File: config.mk
export PLATFORM = sky130hd
export DESIGN_NAME = warp_issue_sched
export DESIGN_NICKNAME = d
export VERILOG_FILES = /design/src/rtl/wis_pkg.sv /design/src/rtl/wis_elig.sv /design/src/rtl/wis_rr_pick.sv /design/src/rtl/wis_sat_acc.sv /design/src/rtl/warp_issue_sched.sv
export SDC_FILE = /design/constraint.sdc
export NUM_CORES = 1
export LEC_CHECK = 0
export CAP_MARGIN = 10
export CORE_ASPECT_RATIO = 1.75
export CORE_MARGIN = 3
export CORE_UTILIZATION = 45
export CTS_CLUSTER_DIAMETER = 150
export DETAILED_ROUTE_END_ITERATION = 8
export PLACE_DENSITY = 0.8
export SYNTH_ARGS = -nofsm -noshare
export SYNTH_HDL_FRONTEND = slang
export SYNTH_HIERARCHICAL = 1
export SYNTH_SLANG_ARGS = --single-unit
File: constraint.sdc
create_clock -name clk -period 5.65 [get_ports clk]
set_input_delay 1.13 -clock clk [delete_from_list [all_inputs] [get_ports clk]]
set_output_delay 1.13 -clock clk [all_outputs]
set_load 0.01 [all_outputs]
File: src/rtl/wis_pkg.sv
package wis_pkg;

    typedef enum logic [2:0] {
        WS_EMPTY        = 3'd0,
        WS_SELECTED     = 3'd1,
        WS_NOT_SELECTED = 3'd2,
        WS_FETCH        = 3'd3,
        WS_MEMDEP       = 3'd4,
        WS_EXECDEP      = 3'd5,
        WS_BARRIER      = 3'd6,
        WS_PIPEBUSY     = 3'd7
    } wstate_e;

    typedef enum logic [1:0] {
        WK_MEM     = 2'd0,
        WK_EXEC    = 2'd1,
        WK_BARRIER = 2'd2,
        WK_RSVD    = 2'd3
    } wait_kind_e;

    localparam int STATE_W = 3;
    localparam int KIND_W  = 2;

    // Cause code for a warp that is resident but cannot issue.
    function automatic wstate_e stall_code(logic decoded, logic deps_ok,
                                           wait_kind_e kind);
        wstate_e s;
        if (!decoded)
            s = WS_FETCH;
        else if (!deps_ok) begin
            case (kind)
                WK_MEM:     s = WS_MEMDEP;
                WK_BARRIER: s = WS_BARRIER;
                default:    s = WS_EXECDEP;
            endcase
        end else
            s = WS_PIPEBUSY;
        return s;
    endfunction

endpackage

File: src/rtl/wis_elig.sv
module wis_elig
    import wis_pkg::*;
#(
    parameter int NUM_WARPS = 8,
    parameter int NUM_UNITS = 4,
    parameter int UNIT_W    = (NUM_UNITS > 1) ? $clog2(NUM_UNITS) : 1
) (
    input  logic [NUM_WARPS-1:0]          resident,
    input  logic [NUM_WARPS-1:0]          decoded,
    input  logic [NUM_WARPS-1:0]          deps_ok,
    input  logic [KIND_W*NUM_WARPS-1:0]   wait_kind,
    input  logic [NUM_WARPS*UNIT_W-1:0]   unit_id,
    input  logic [NUM_UNITS-1:0]          unit_busy,
    output logic [NUM_WARPS-1:0]          eligible,
    output logic [STATE_W*NUM_WARPS-1:0]  stall_state
);

    for (genvar w = 0; w < NUM_WARPS; w++) begin : g_warp
        logic [UNIT_W-1:0] uid;
        logic              tgt_busy;
        wstate_e           st;

        assign uid = unit_id[w*UNIT_W +: UNIT_W];

        always_comb begin
            if (int'(uid) < NUM_UNITS)
                tgt_busy = unit_busy[uid];
            else
                tgt_busy = 1'b1;
        end

        assign eligible[w] = resident[w] & decoded[w] & deps_ok[w] & ~tgt_busy;

        always_comb begin
            if (!resident[w])
                st = WS_EMPTY;
            else if (eligible[w])
                st = WS_NOT_SELECTED;
            else
                st = stall_code(decoded[w], deps_ok[w],
                                wait_kind_e'(wait_kind[KIND_W*w +: KIND_W]));
        end

        assign stall_state[STATE_W*w +: STATE_W] = st;
    end

endmodule

File: src/rtl/wis_rr_pick.sv
module wis_rr_pick #(
    parameter int NUM_WARPS = 8,
    parameter int WARP_W    = $clog2(NUM_WARPS)
) (
    input  logic [NUM_WARPS-1:0] eligible,
    input  logic [WARP_W-1:0]    start,
    output logic                 found,
    output logic [WARP_W-1:0]    pick
);

    always_comb begin
        found = 1'b0;
        pick  = '0;
        for (int k = 0; k < NUM_WARPS; k++) begin
            logic [WARP_W:0] cand;
            cand = {1'b0, start} + (WARP_W+1)'(k);
            if (cand >= (WARP_W+1)'(NUM_WARPS))
                cand = cand - (WARP_W+1)'(NUM_WARPS);
            if (!found && eligible[cand[WARP_W-1:0]]) begin
                found = 1'b1;
                pick  = cand[WARP_W-1:0];
            end
        end
    end

endmodule

File: src/rtl/wis_sat_acc.sv
module wis_sat_acc #(
    parameter int ACC_W = 32,
    parameter int ADD_W = 4
) (
    input  logic             clk,
    input  logic             rst,
    input  logic             clr,
    input  logic [ADD_W-1:0] add,
    output logic [ACC_W-1:0] acc
);

    localparam logic [ACC_W-1:0] ACC_MAX = '1;

    logic [ACC_W:0] sum;
    assign sum = {1'b0, acc} + (ACC_W+1)'(add);

    always_ff @(posedge clk) begin
        if (rst || clr)
            acc <= '0;
        else if (sum[ACC_W])
            acc <= ACC_MAX;
        else
            acc <= sum[ACC_W-1:0];
    end

    assert_saturate_hold_R10: assert property (@(posedge clk) disable iff (rst)
        (acc == ACC_MAX && !clr) |=> acc == ACC_MAX);

    assert_clear_zero_R11: assert property (@(posedge clk) disable iff (rst)
        clr |=> acc == '0);

    assert_monotone_R9: assert property (@(posedge clk) disable iff (rst)
        !clr |=> acc >= $past(acc));

endmodule

File: src/rtl/warp_issue_sched.sv
module warp_issue_sched
    import wis_pkg::*;
#(
    parameter int NUM_WARPS = 8,
    parameter int NUM_UNITS = 4,
    parameter int ACC_W     = 32,
    parameter int UNIT_W    = (NUM_UNITS > 1) ? $clog2(NUM_UNITS) : 1,
    parameter int WARP_W    = $clog2(NUM_WARPS),
    parameter int CNT_N_W   = $clog2(NUM_WARPS + 1)
) (
    input  logic                          clk,
    input  logic                          rst,
    input  logic                          stats_clr,
    input  logic [NUM_WARPS-1:0]          warp_launch,
    input  logic [NUM_WARPS-1:0]          warp_retire,
    input  logic [NUM_WARPS-1:0]          wp_decoded,
    input  logic [NUM_WARPS-1:0]          wp_deps_ok,
    input  logic [2*NUM_WARPS-1:0]        wp_wait_kind,
    input  logic [NUM_WARPS*UNIT_W-1:0]   wp_unit,
    input  logic [NUM_UNITS-1:0]          unit_busy,
    output logic                          issue_valid,
    output logic [WARP_W-1:0]             issue_warp,
    output logic [3*NUM_WARPS-1:0]        warp_state,
    output logic [CNT_N_W-1:0]            n_active,
    output logic [CNT_N_W-1:0]            n_eligible,
    output logic [ACC_W-1:0]              acc_active,
    output logic [ACC_W-1:0]              acc_eligible,
    output logic [ACC_W-1:0]              acc_issued,
    output logic [ACC_W-1:0]              acc_skipped
);

    logic [NUM_WARPS-1:0]         resident_q;
    logic [WARP_W-1:0]            rr_ptr_q;
    logic [NUM_WARPS-1:0]         elig;
    logic [STATE_W*NUM_WARPS-1:0] base_state;
    logic [NUM_WARPS-1:0]         sel_vec;

    // Pool of resident warps; a launch overrides a retire of the same warp.
    always_ff @(posedge clk) begin
        if (rst)
            resident_q <= '0;
        else
            resident_q <= (resident_q & ~warp_retire) | warp_launch;
    end

    wis_elig #(
        .NUM_WARPS (NUM_WARPS),
        .NUM_UNITS (NUM_UNITS),
        .UNIT_W    (UNIT_W)
    ) u_elig (
        .resident    (resident_q),
        .decoded     (wp_decoded),
        .deps_ok     (wp_deps_ok),
        .wait_kind   (wp_wait_kind),
        .unit_id     (wp_unit),
        .unit_busy   (unit_busy),
        .eligible    (elig),
        .stall_state (base_state)
    );

    wis_rr_pick #(
        .NUM_WARPS (NUM_WARPS),
        .WARP_W    (WARP_W)
    ) u_pick (
        .eligible (elig),
        .start    (rr_ptr_q),
        .found    (issue_valid),
        .pick     (issue_warp)
    );

    // Rotation pointer moves one past the issuing warp.
    always_ff @(posedge clk) begin
        if (rst)
            rr_ptr_q <= '0;
        else if (issue_valid) begin
            if (int'(issue_warp) == NUM_WARPS - 1)
                rr_ptr_q <= '0;
            else
                rr_ptr_q <= issue_warp + WARP_W'(1);
        end
    end

    // Merge the pick into the per-warp state codes.
    for (genvar w = 0; w < NUM_WARPS; w++) begin : g_state
        assign sel_vec[w] = issue_valid && (int'(issue_warp) == w);
        assign warp_state[3*w +: 3] = sel_vec[w] ? 3'(WS_SELECTED)
                                                 : base_state[STATE_W*w +: STATE_W];
    end

    always_comb begin
        n_active   = '0;
        n_eligible = '0;
        for (int w = 0; w < NUM_WARPS; w++) begin
            n_active   = n_active   + CNT_N_W'(resident_q[w]);
            n_eligible = n_eligible + CNT_N_W'(elig[w]);
        end
    end

    wis_sat_acc #(.ACC_W(ACC_W), .ADD_W(CNT_N_W)) u_acc_active (
        .clk(clk), .rst(rst), .clr(stats_clr), .add(n_active), .acc(acc_active));

    wis_sat_acc #(.ACC_W(ACC_W), .ADD_W(CNT_N_W)) u_acc_elig (
        .clk(clk), .rst(rst), .clr(stats_clr), .add(n_eligible), .acc(acc_eligible));

    wis_sat_acc #(.ACC_W(ACC_W), .ADD_W(1)) u_acc_issue (
        .clk(clk), .rst(rst), .clr(stats_clr), .add(issue_valid), .acc(acc_issued));

    wis_sat_acc #(.ACC_W(ACC_W), .ADD_W(1)) u_acc_skip (
        .clk(clk), .rst(rst), .clr(stats_clr), .add(!issue_valid), .acc(acc_skipped));

    assert_issue_only_eligible_R4: assert property (@(posedge clk) disable iff (rst)
        issue_valid |-> elig[issue_warp]);

    assert_no_idle_when_ready_R4: assert property (@(posedge clk) disable iff (rst)
        (|elig) |-> issue_valid);

    assert_single_selected_R6: assert property (@(posedge clk) disable iff (rst)
        $onehot0(sel_vec));

    assert_launch_lands_R2: assert property (@(posedge clk) disable iff (rst)
        (|warp_launch) |=> ((resident_q & $past(warp_launch)) == $past(warp_launch)));

    assert_reset_clears_pool_R1: assert property (@(posedge clk)
        rst |=> (resident_q == '0 && rr_ptr_q == '0));

endmodule

==> results of run 1 <==
[where the power goes]
| part | switching [mW] | leakage [nW] | internal, mW |
|---|---|---|---|
| registers | 0.0344 | 1.12 | 1.00 |
| clock network | 0.468 | 0.303 | 0.686 |
| logic | 0.616 | 3.91 | 0.576 |
| total | 1.12 | 5.34 | 2.27 |
[metal layers]
layer | part of all wire (%) | vias to the layer above | track usage, %
met3 | 5.1 | 130 | 6.00
met5 | 0 | - | 0
met4 | 5.8 | 0 | 15.2
li1 | - | 4405 | -
met1 | 36 | 4589 | 27.4
met2 | 53 | 382 | 48.7
[registers in the layout (all words and copies together), names as in the netlist]
name              count
u_acc_skip/acc       32
u_acc_issue/acc      32
u_acc_elig/acc       32
u_acc_active/acc     32
resident_q            8
rr_ptr_q              3
[cell usage after synthesis (all sizes together) (3+ instances only)]
master / number
a21oi: 142
dfxtp: 139
xnor2: 79
nand2: 73
inv: 58
nor2: 40
nor3: 36
nor4: 33
nand3: 32
nand4: 28
ha: 26
xor2: 25
mux2: 24
nand2b: 24
and2: 22
buf: 21
nor2b: 19
clkbuf: 17
and4: 16
a31oi: 14
and3: 14
mux2i: 13
nor3b: 13
fa: 10
o22ai: 10
and2b: 8
o31a: 8
o31ai: 8
or2: 8
or3: 8
a21o: 6
mux4: 6
nor4b: 6
a211oi: 5
and4b: 5
nand3b: 5
o21ai: 4
a221oi: 3
[final timing paths]
kind / from / to / slack (ns) / cells past startpoint
setup / recovery: wp_unit[6] / warp_state[2] / -0.12 / 19
hold / removal: resident_q[2]$_SDFF_PP0_ / resident_q[2]$_SDFF_PP0_ / 0.54 / 2
setup reg to reg: resident_q[0]$_SDFF_PP0_ / u_acc_active/acc[1]$_SDFF_PP0_ / 0.61 / 16
hold reg to reg: resident_q[2]$_SDFF_PP0_ / resident_q[2]$_SDFF_PP0_ / 0.54 / 2
[cell usage in the layout (no fill, tap or decap), types with 14 or more instances in the layout]
| cell type | synthesis | routed |
|---|---|---|
| a21oi_1 | 134 | 129 |
| and2_1 | 20 | 15 |
| buf_2 | 5 | 14 |
| buf_4 | 1 | 145 |
| buf_6 | 15 | 16 |
| clkbuf_16 | 0 | 18 |
| clkbuf_2 | 0 | 17 |
| clkdlybuf4s50_1 | 0 | 169 |
| dfxtp_1 | 139 | 139 |
| ha_1 | 26 | 18 |
| inv_1 | 57 | 55 |
| mux2_4 | 2 | 18 |
| nand2_1 | 71 | 60 |
| nand2b_1 | 24 | 16 |
| nand3_1 | 30 | 26 |
| nand4_1 | 26 | 26 |
| nor2_1 | 38 | 37 |
| nor2b_1 | 19 | 18 |
| nor3_1 | 34 | 33 |
| nor4_1 | 19 | 17 |
| xnor2_1 | 79 | 77 |
| xor2_1 | 25 | 25 |
[worst max-delay path, stage by stage]
cell	delay, ns
buf_8	0.10
mux2_4	0.31
o22ai_4	0.15
and2b_2	0.26
mux2i_2	0.11
buf_4	0.15
buf_4	0.12
buf_4	0.13
mux2i_1	0.37
or4b_4	0.27
nor2_4	0.04
nor4_1	0.49
a31oi_4	0.08
inv_1	0.15
ha_4	0.16
nand3b_1	0.17
buf_4	0.19
and2_4	0.13
buf_6	0.11
[area by class of cell]
class                      count  area (um2)  share of cell area (%)
clock buffer                  19         453                    3.31
clock inverter                13         154                    1.12
multi-input combinational    789        6290                    46.0
tap                          245         307                    2.24
sequential                   139        2780                    20.3
timing repair buffer         388        3470                    25.4
inverter                      58         220                    1.61
[through the flow]
| stage | hold slack (ns) | area (um2) | setup TNS (ns) | setup WS [ns] |
|---|---|---|---|---|
| after floorplan | 0.488 | 9090 | 0 | 0.0348 |
| after global placement | 0.516 | 12300 | -54.90 | -0.883 |
| after detailed placement | 0.525 | 12300 | -68.22 | -1.04 |
| after CTS | 0.535 | 13400 | -0.109 | -0.0448 |
| after global routing | 0.564 | 13700 | -6.22 | -0.223 |
| final | 0.539 | 13700 | -0.765 | -0.119 |
[kinds of logic after synthesis]
logic type | after synthesis | synth area share (%)
AOI/OAI and AO/OA | 211 | 14.4
adders and majority gates | 36 | 5.78
and+or+nand+nor | 395 | 27.4
muxes | 43 | 6.02
buffers and inverters | 98 | 5.70
DFF | 139 | 30.6
xor gates and xnor gates | 104 | 10.0
[what timing repair did]
item / 4_1_cts / 5_1_grt
setup buffers: 43 / 6
endpoints found under the setup margin: 65 / 63
gates cloned: 0 / 1
pin swaps: 27 / 29
gates resized for setup: 234 / 103
==> impl_metrics.py, run 1 <==
metrics = {
    "timing": {
        "grt_setup_unrepaired": "yes",
        "final_critical_path_share_of_the_clock_period_pct": 102,
        "final-hold-violation-count": 0,
        "finalWorstPathRequiredPeriod_ns": 5.77,
        "setup-violations-final": 15,
        "skew_ns": 0.0106,
        "worst_pin_slew_ns": 0.735,
        "max-slew-margin-rel_pct": 51.0,
        "final.setup.worst_slack_ns": -0.119,
        "fmax_achieved_mhz": 173,
        "report.final.slew_viol_count": 0,
    },
    "layout": {
        "areaGrowthSynthToFinish_pct": 50.5,
        "layoutNonFillerInstCount": 1651,
        "fillCellCount": 1431,
        "design.final.nets": 1500,
        "layout-drive-gt1-share_pct": 28.7,
        "finish.utilization_pct": 69.0,
        "antenna_diode_count": 0,
    },
    "place": {
        "numPlacedInstances": 1570,
        "gpl.final_weighted_congestion": 0.928,
        "hpwlAfterDp_mm": 21.5,
        "io_buffers": 234,
    },
    "grt": {
        "gr-usage-all-layers_pct": 26.7,
        "grt-ovfl-total": 0,
        "via_count_of_the_first_global_routing_pass": 9624,
        "wire_length_of_the_first_global_routing_pass_mm": 47.9,
        "number_of_antenna_violations_at_the_first_check_in_global_routing": 0,
        "grt_start_max_net_pins": 33,
    },
    "cts": {
        "tritoncts": "built",
        "path_clk_slew_ns": 0.06,
        "clock_tree_root": "clkbuf_16",
        "worstSkewPairLatency_ns": 0.42,
        "cts.sink_count": 139,
        "cts_max_path_buffers": 2,
        "cts_buffers": 17,
        "cts-htree-levels": 4,
        "ctsHoldBuffers": 0,
    },
    "die": {
        "dieWidth_um": 113,
        "pin_count": 235,
        "vertical_die_dimension_um": 194,
        "core_area_um2": 19800,
        "initial_core_util_pct": 45.9,
        "placement_rows": 68,
        "design.die.area_um2": 22000,
    },
    "synthesis": {
        "synth_seq_area_share_pct": 30.6,
        "yosys_warnings": 6,
        "post_syn_area_um2": 9090,
        "postSynthNetCount": 1133,
        "synth_cell_type_count": 74,
        "ys_seq_elements": 139,
        "netlist_instances": 1026,
        "synth_top_flop_cell": "dfxtp_1",
        "synth_enable_flop_cells": 0,
        "postSynth.asyncResetShare_pct": 0,
        "yosys.area.top_type_share_pct": 30.6,
        "synth.largest_area_cell": "dfxtp_1",
        "post_synth.cell_area_avg_um2": 8.86,
        "synth_area_leaders": "dfxtp_1 31%, xnor2_1 7.6%, a21oi_1 7.4%",
    },
    "critical_path": {
        "crit_arrival_ns": 4.64,
        "worstSetupEndpointType": "primary output",
        "required_time_of_the_critical_path_ns": 4.52,
        "critical_path.max_fanout": 7,
        "setup.worst_path.class": "in -> out",
        "worst_setup_start_kind": "primary input",
    },
    "job": {
        "drv_cap": 0,
    },
    "outcome": {
        "outcome": "finished with violations",
        "failed_checks": "negative setup slack",
    },
    "drt": {
        "routed_wl_mm": 31.1,
        "1st_pass_router_iterations": 7,
        "vias": 9506,
        "ant_nets": 0,
        "drt_iter0_drc": 494,
        "post-route-drc-count": 0,
        "route.detailed.vias_per_inst": 5.76,
        "post_drt_wl_per_cell_um": 18.9,
    },
    "pwr": {
        "leakage_nw": 5.34,
        "power.density_cell_area_nw_per_um2": 247,
        "power.total_mw": 3.39,
        "vdd_drop_max_mv": 0.227,
    },
    "min_path": {
        "worstHoldPathType": "reg -> reg",
    },
}
Note: power is estimated with default switching activity, not from simulation.
==> run 2, diff against run 1 <==
--- a/config.mk
+++ b/config.mk
@@ -11,7 +11,7 @@
 export CORE_UTILIZATION = 45
 export CTS_CLUSTER_DIAMETER = 150
 export DETAILED_ROUTE_END_ITERATION = 8
-export PLACE_DENSITY = 0.8
+export PLACE_DENSITY = 0.85
 export SYNTH_ARGS = -nofsm -noshare
 export SYNTH_HDL_FRONTEND = slang
 export SYNTH_HIERARCHICAL = 1
==> run 2 against run 1 <==
The run still ends with negative setup slack left. Non-clock buffer count is 11 lower. Clock power hardly changed. Core utilization is 0.78 points lower. Largest power group unchanged.
==> impl_metrics.py, run 2 (synthesis gave the netlist of run 1 again) <==
metrics = {
    "timing": {
        "whs_ns": 0.551,
        "final_critical_path_share_of_the_clock_period_pct": 104,
        "setup-violations-final": 40,
        "fmax_achieved_mhz": 170,
        "report.final.slew_viol_count": 0,
        "grt_setup_unrepaired": "yes",
        "worst_pin_slew_ns": 0.788,
        "max-slew-margin-rel_pct": 47.5,
        "final-hold-violation-count": 0,
        "skew_ns": 0.00915,
        "finalWorstPathRequiredPeriod_ns": 5.89,
        "final.setup.worst_slack_ns": -0.236,
    },
    "cts": {
        "cts_max_path_buffers": 2,
        "tritoncts": "built",
        "cts_buffers": 17,
        "path_clk_slew_ns": 0.06,
        "clock_tree_root": "clkbuf_16",
        "cts.sink_count": 139,
        "ctsHoldBuffers": 0,
        "worstSkewPairLatency_ns": 0.43,
        "cts-htree-levels": 4,
    },
    "critical_path": {
        "r2r_setup_slack_ns": 0.56,
        "cpMaxStageDelayCell": "mux4_2",
        "r2r_end": "u_acc_elig/acc[14]$_SDFF_PP0_",
        "worst_setup_start_kind": "primary input",
        "worstSetupEndpointType": "primary output",
        "path_common_cell": "buf_4",
        "reg_to_reg_startpoint": "resident_q[0]$_SDFF_PP0_",
        "crit_arrival_ns": 4.76,
        "critical_path_buf_inv_count": 7,
        "setup.worst_path.class": "in -> out",
        "required_time_of_the_critical_path_ns": 4.52,
        "critical_path.max_fanout": 6,
        "critical_path.cell_chain": "buf_2 > mux2_2 > o22ai_2 > and2b_2 > mux2_4 > mux4_2 > buf_4 > buf_4 > nor4_1 > buf_4 > nand2_1 > a221oi_2 > o22ai_2 > inv_1 > ha_2 > nand3b_1 > buf_4 > and2_4 > buf_6",
        "slowest_delay_ns": 0.49,
        "reg2reg_depth": 20,
        "worst_path_dominant_cell_family": "multiplexers",
    },
    "drt": {
        "drt_iter0_drc": 634,
        "vias": 9607,
        "post-route-drc-count": 0,
        "ant_nets": 0,
        "1st_pass_router_iterations": 6,
        "route.detailed.vias_per_inst": 5.85,
        "post_drt_wl_per_cell_um": 19.3,
        "routed_wl_mm": 31.7,
    },
    "grt": {
        "via_count_of_the_first_global_routing_pass": 9558,
        "wire_length_of_the_first_global_routing_pass_mm": 47.6,
        "grt-ovfl-total": 0,
        "grt_start_max_net_pins": 33,
        "number_of_antenna_violations_at_the_first_check_in_global_routing": 1,
        "gr-usage-all-layers_pct": 26.6,
    },
    "pwr": {
        "vdd_drop_max_mv": 0.224,
        "leakage_nw": 5.25,
        "power.density_cell_area_nw_per_um2": 249,
        "power.total_mw": 3.37,
    },
    "place": {
        "gpl.final_weighted_congestion": 0.941,
        "numPlacedInstances": 1574,
        "io_buffers": 234,
        "hpwlAfterDp_mm": 21.8,
    },
    "min_path": {
        "worst_hold_path_stage_count": 2,
        "hp_start": "resident_q[2]$_SDFF_PP0_",
        "hold_path_end": "resident_q[2]$_SDFF_PP0_",
        "worstHoldPathType": "reg -> reg",
    },
    "layout": {
        "layout_common_cells": "168 x clkdlybuf4s50_1, 139 x dfxtp_1, 131 x buf_4",
        "layoutNonFillerInstCount": 1641,
        "fillCellCount": 1434,
        "layout.cells.most_common": "clkdlybuf4s50_1",
        "finish.utilization_pct": 68.2,
        "sequential_cell_area_um2": 2780,
        "design.final.nets": 1489,
        "multiInputGateArea_um2": 6250,
        "layout-drive-gt1-share_pct": 28.5,
        "areaGrowthSynthToFinish_pct": 48.8,
    },
    "die": {
        "vertical_die_dimension_um": 194,
        "pin_count": 235,
        "core_area_um2": 19800,
        "dieWidth_um": 113,
        "initial_core_util_pct": 45.9,
        "placement_rows": 68,
        "design.die.area_um2": 22000,
    },
    "outcome": {
        "failed_checks": "negative setup slack",
        "outcome": "finished with violations",
    },
    "job": {
        "drv_cap": 0,
    },
}
==> run 2: changes by cell type in the layout (fill, tap and decap cells not counted), moves of 4 or more <==
| cell | previous run | this run |
|---|---|---|
| buf_4 | 145 | 131 |
| a21oi_1 | 129 | 123 |
| clkbuf_2 | 17 | 10 |
| buf_2 | 14 | 24 |
| a21oi_2 | 13 | 19 |
| ha_4 | 6 | 2 |
==> run 2: stage by stage <==
stage / setup TNS (ns) / instance area (um2) / setup WS (ns)
after CTS: -0.798 / 13200 / -0.135
after detailed placement: -69.06 / 12300 / -1.05
after floorplan: 0 / 9090 / 0.0348
final: -3.52 / 13500 / -0.236
after global routing: -8.24 / 13500 / -0.305
after global placement: -57.32 / 12300 / -0.911
==> run 2: final cells by class <==
class                      instances  share of cell area [%]
antenna                            1                  0.0185
clock buffer                      19                    3.35
clock inverter                    13                   0.980
inverter                          58                    1.63
multi-input combinational        789                    46.2
sequential                       139                    20.6
tap                              245                    2.27
timing repair buffer             377                    25.0
==> run 2: how the worst max path moves through the flow <==
stage          cells after the start  slack [ns]    startpoint                            end
2_1_floorplan                     19        0.03    wp_unit[0]  u_acc_elig/acc[28]$_SDFF_PP0_
3_3_place_gp                      16       -0.91  unit_busy[2]                 warp_state[11]
3_5_place_dp                      16       -1.05    wp_unit[2]                 warp_state[11]
4_1_cts                           17       -0.13    wp_unit[2]                  warp_state[1]
5_1_grt                           17       -0.31   wp_unit[14]                  warp_state[1]
6_report                          19       -0.24   wp_unit[14]                  warp_state[1]
==> run 2: per-layer routing <==
metal	up-vias	GRT usage [%]	routed length, um
met4	0	15.8	2050
met3	150	6.15	1890
met2	437	48.8	16800
met1	4620	26.7	11000
li1	4400	-	-
met5	-	0	0
==> run 2: power breakdown <==
group	total (mW)	switching [mW]	internal [mW]
clock	1.12	0.483	0.639
sequential	1.04	0.0382	1.00
combinational	1.21	0.615	0.595
total	3.37	1.14	2.24
==> run 2: what timing repair did <==
item | 4_1_cts | 5_1_grt
gates resized for setup | 259 | 81
endpoints found under the setup margin | 64 | 62
pin swaps | 22 | 26
cloned | 0 | 2
setup buffers | 21 | 11
endpoints found under the hold margin | 0 | 0
==> run 2: worst min-delay path, cell delays in order (launching register included) <==
cell	delay, ns
dfxtp_1	0.35
nand2b_1	0.10
a21oi_1	0.06
==> run 3, diff against run 2 <==
--- a/config.mk
+++ b/config.mk
@@ -7,11 +7,11 @@
 export LEC_CHECK = 0
 export CAP_MARGIN = 10
 export CORE_ASPECT_RATIO = 1.75
-export CORE_MARGIN = 3
 export CORE_UTILIZATION = 45
 export CTS_CLUSTER_DIAMETER = 150
 export DETAILED_ROUTE_END_ITERATION = 8
 export PLACE_DENSITY = 0.85
+export SLEW_MARGIN = 20
 export SYNTH_ARGS = -nofsm -noshare
 export SYNTH_HDL_FRONTEND = slang
 export SYNTH_HIERARCHICAL = 1
==> run 3 against run 2 <==
The run still ends with negative setup slack left. Final cell count decreased by 0.30%. Sequential power about the same. Via count decreased by 0.31%. Flip-flop and latch count unchanged. Routed wire length increased by 0.21%. Combinational power about the same. Non-clock buffer count decreased by 5. Critical path depth unchanged. Fmax decreased by 0.15%. Sequential share of layout area decreased by 0.068 points. Clock skew decreased by 0.0011 ns. Critical endpoint is now warp_state[2].
==> impl_metrics.py, run 3 (synthesis gave the netlist of run 1 again) <==
metrics = {
    "place": {
        "hpwlAfterDp_mm": 21.3,
        "post_dp_cell_area_um2": 12300,
        "worst_setup_slack_after_placement_ns": -1.03,
        "io_buffers": 234,
        "numPlacedInstances": 1568,
        "gpl.final_weighted_congestion": 0.919,
    },
    "drt": {
        "wl_met3_mm": 2.28,
        "post_drt_wl_per_cell_um": 19.4,
        "routed_wl_mm": 31.8,
        "ant_nets": 0,
        "1st_pass_router_iterations": 5,
        "drt_iter0_drc": 563,
        "post-route-drc-count": 0,
        "route.detailed.vias_per_inst": 5.85,
        "met2_wirelength_mm": 16.8,
        "detail_route.wirelength.met1_mm": 10.8,
        "vias": 9577,
        "highest-signal-layer": "met5",
    },
    "critical_path": {
        "worst_setup_start_kind": "primary input",
        "slowest_delay_ns": 0.49,
        "critical_path.max_fanout": 5,
        "worst_path_dominant_cell_family": "simple AND/OR/NAND/NOR gates",
        "setup.worst_path.class": "in -> out",
        "worstSetupEndpointType": "primary output",
        "reg2reg_depth": 16,
        "required_time_of_the_critical_path_ns": 4.52,
        "r2r_setup_slack_ns": 0.60,
        "critical_path.cell_chain": "buf_6 > mux2_4 > o22ai_4 > and2b_2 > mux4_2 > mux2i_1 > buf_4 > nor2_1 > and4b_2 > or4b_4 > a221oi_2 > o22ai_2 > buf_6 > inv_6 > ha_4 > nand3b_1 > buf_4 > and2_4 > buf_6",
        "critical_path_buf_inv_count": 6,
        "r2r_end": "u_acc_active/acc[28]$_SDFF_PP0_",
        "cpMaxStageDelayCell": "mux4_2",
        "path_common_cell": "buf_6",
        "crit_arrival_ns": 4.76,
        "reg_to_reg_startpoint": "resident_q[3]$_SDFF_PP0_",
    },
    "layout": {
        "layoutNonFillerInstCount": 1636,
        "design.final.nets": 1484,
        "final_cell_area_um2": 13600,
        "areaGrowthSynthToFinish_pct": 49.3,
        "layout.cells.most_common": "clkdlybuf4s50_1",
        "layout_common_cells": "168 x clkdlybuf4s50_1, 139 x dfxtp_1, 127 x buf_4",
        "layout-drive-gt1-share_pct": 28.1,
    },
    "timing": {
        "setup_tns_ns": -3.59,
        "report.final.slew_viol_count": 0,
        "finalWorstPathRequiredPeriod_ns": 5.89,
        "final-hold-violation-count": 0,
        "worst_pin_slew_ns": 1.01,
        "fmax_achieved_mhz": 170,
        "grt_setup_unrepaired": "yes",
        "skew_ns": 0.00801,
        "final_critical_path_share_of_the_clock_period_pct": 104,
        "final.setup.worst_slack_ns": -0.245,
        "setup-violations-final": 26,
        "max-slew-margin-rel_pct": 32.7,
    },
    "grt": {
        "wire_length_of_the_first_global_routing_pass_mm": 46.5,
        "grt_start_max_net_pins": 33,
        "grt-ovfl-total": 0,
        "number_of_antenna_violations_at_the_first_check_in_global_routing": 2,
        "gr-usage-all-layers_pct": 28.7,
        "via_count_of_the_first_global_routing_pass": 9462,
    },
    "cts": {
        "cts-htree-levels": 4,
        "cts_max_path_buffers": 2,
        "path_clk_slew_ns": 0.06,
        "tritoncts": "built",
        "worstSkewPairLatency_ns": 0.44,
        "cts_buffers": 17,
        "cts.sink_count": 139,
        "clock_tree_root": "clkbuf_16",
    },
    "die": {
        "placement_rows": 68,
        "core_area_um2": 19700,
        "design.die.area_um2": 20800,
        "vertical_die_dimension_um": 190,
        "initial_core_util_pct": 46.1,
        "pin_count": 235,
        "dieWidth_um": 109,
    },
    "min_path": {
        "worst_hold_path_stage_count": 2,
        "worstHoldPathType": "reg -> reg",
        "hp_start": "resident_q[2]$_SDFF_PP0_",
        "hold_path_end": "resident_q[2]$_SDFF_PP0_",
    },
    "outcome": {
        "outcome": "finished with violations",
        "failed_checks": "negative setup slack",
    },
    "pwr": {
        "vdd_drop_max_mv": 0.250,
        "power.density_cell_area_nw_per_um2": 250,
        "leakage_nw": 5.26,
        "power.total_mw": 3.39,
    },
    "job": {
        "drv_cap": 0,
    },
}
[run 3: changes by cell type in the layout (fill, tap and decap cells not counted), moves of 3 or more]
cell / previous run / this run
and2_4: 5 / 8
clkbuf_2: 10 / 2
ha_4: 2 / 6
buf_4: 131 / 127
and2_1: 15 / 12
a21oi_2: 19 / 16
mux2_4: 16 / 19
clkdlybuf4s15_2: 3 / 13
nand2_2: 10 / 13
a21oi_1: 123 / 126
ha_2: 5 / 2
buf_2: 24 / 20
mux2_2: 8 / 5
[run 3: final cells by class]
| type | count | area [um2] |
|---|---|---|
| clock buffer | 20 | 447 |
| antenna | 1 | 2.50 |
| tap | 245 | 307 |
| fill | 1410 | 6170 |
| timing repair buffer | 372 | 3420 |
| inverter | 58 | 225 |
| multi-input combinational | 789 | 6250 |
| sequential | 139 | 2780 |
| clock inverter | 12 | 139 |
[run 3: per-layer routing]
metal | GRT usage [%] | up-vias
met5 | 0 | -
met4 | 16.6 | 2
met3 | 7.71 | 148
met2 | 52.7 | 443
met1 | 28.0 | 4606
li1 | - | 4378
[run 3: worst max-delay path by stage]
| stage | from | end | slack [ns] | depth (start not counted) |
|---|---|---|---|---|
| 6_report | wp_unit[14] | warp_state[2] | -0.24 | 19 |
| 5_1_grt | wp_unit[14] | warp_state[20] | -0.35 | 17 |
| 4_1_cts | wp_unit[0] | warp_state[2] | -0.18 | 19 |
| 3_5_place_dp | wp_unit[6] | warp_state[2] | -1.03 | 17 |
| 3_3_place_gp | unit_busy[0] | warp_state[22] | -0.97 | 16 |
| 2_1_floorplan | wp_unit[0] | u_acc_elig/acc[28]$_SDFF_PP0_ | 0.03 | 19 |
[run 3: repair_timing]
item                       in CTS  in global routing
cloned                          0                  2
hold buffers                    0                  0
pin swaps                      23                 24
setup endpoints to repair      64                 63
resized for setup             289                 57
setup buffers                  23                 10
[run 3: worst register-to-register path: cells and delay by family (launching register included)]
family,cells,cell delay [ns]
adders and majority gates,6,2.49
buffers and inverters,5,0.62
AOI/OAI and AO/OA,4,1.19
and+or+nand+nor,1,0.09
DFF,1,0.48
[run 3: through the flow]
step | utilization, % | hold WS, ns
finish | 68.8 | 0.537
global route | 68.8 | 0.570
CTS | 67.2 | 0.529
detailed placement | 62.3 | 0.515
global placement | 62.3 | 0.511
floorplan | - | 0.488
[run 3: power by group]
group / total (mW) / switching, mW / leakage [nW] / internal, mW
Clock: 1.14 / 0.475 / 0.279 / 0.666
Sequential: 1.04 / 0.0355 / 1.12 / 1.00
Combinational: 1.21 / 0.615 / 3.86 / 0.594
Total: 3.39 / 1.13 / 5.26 / 2.26
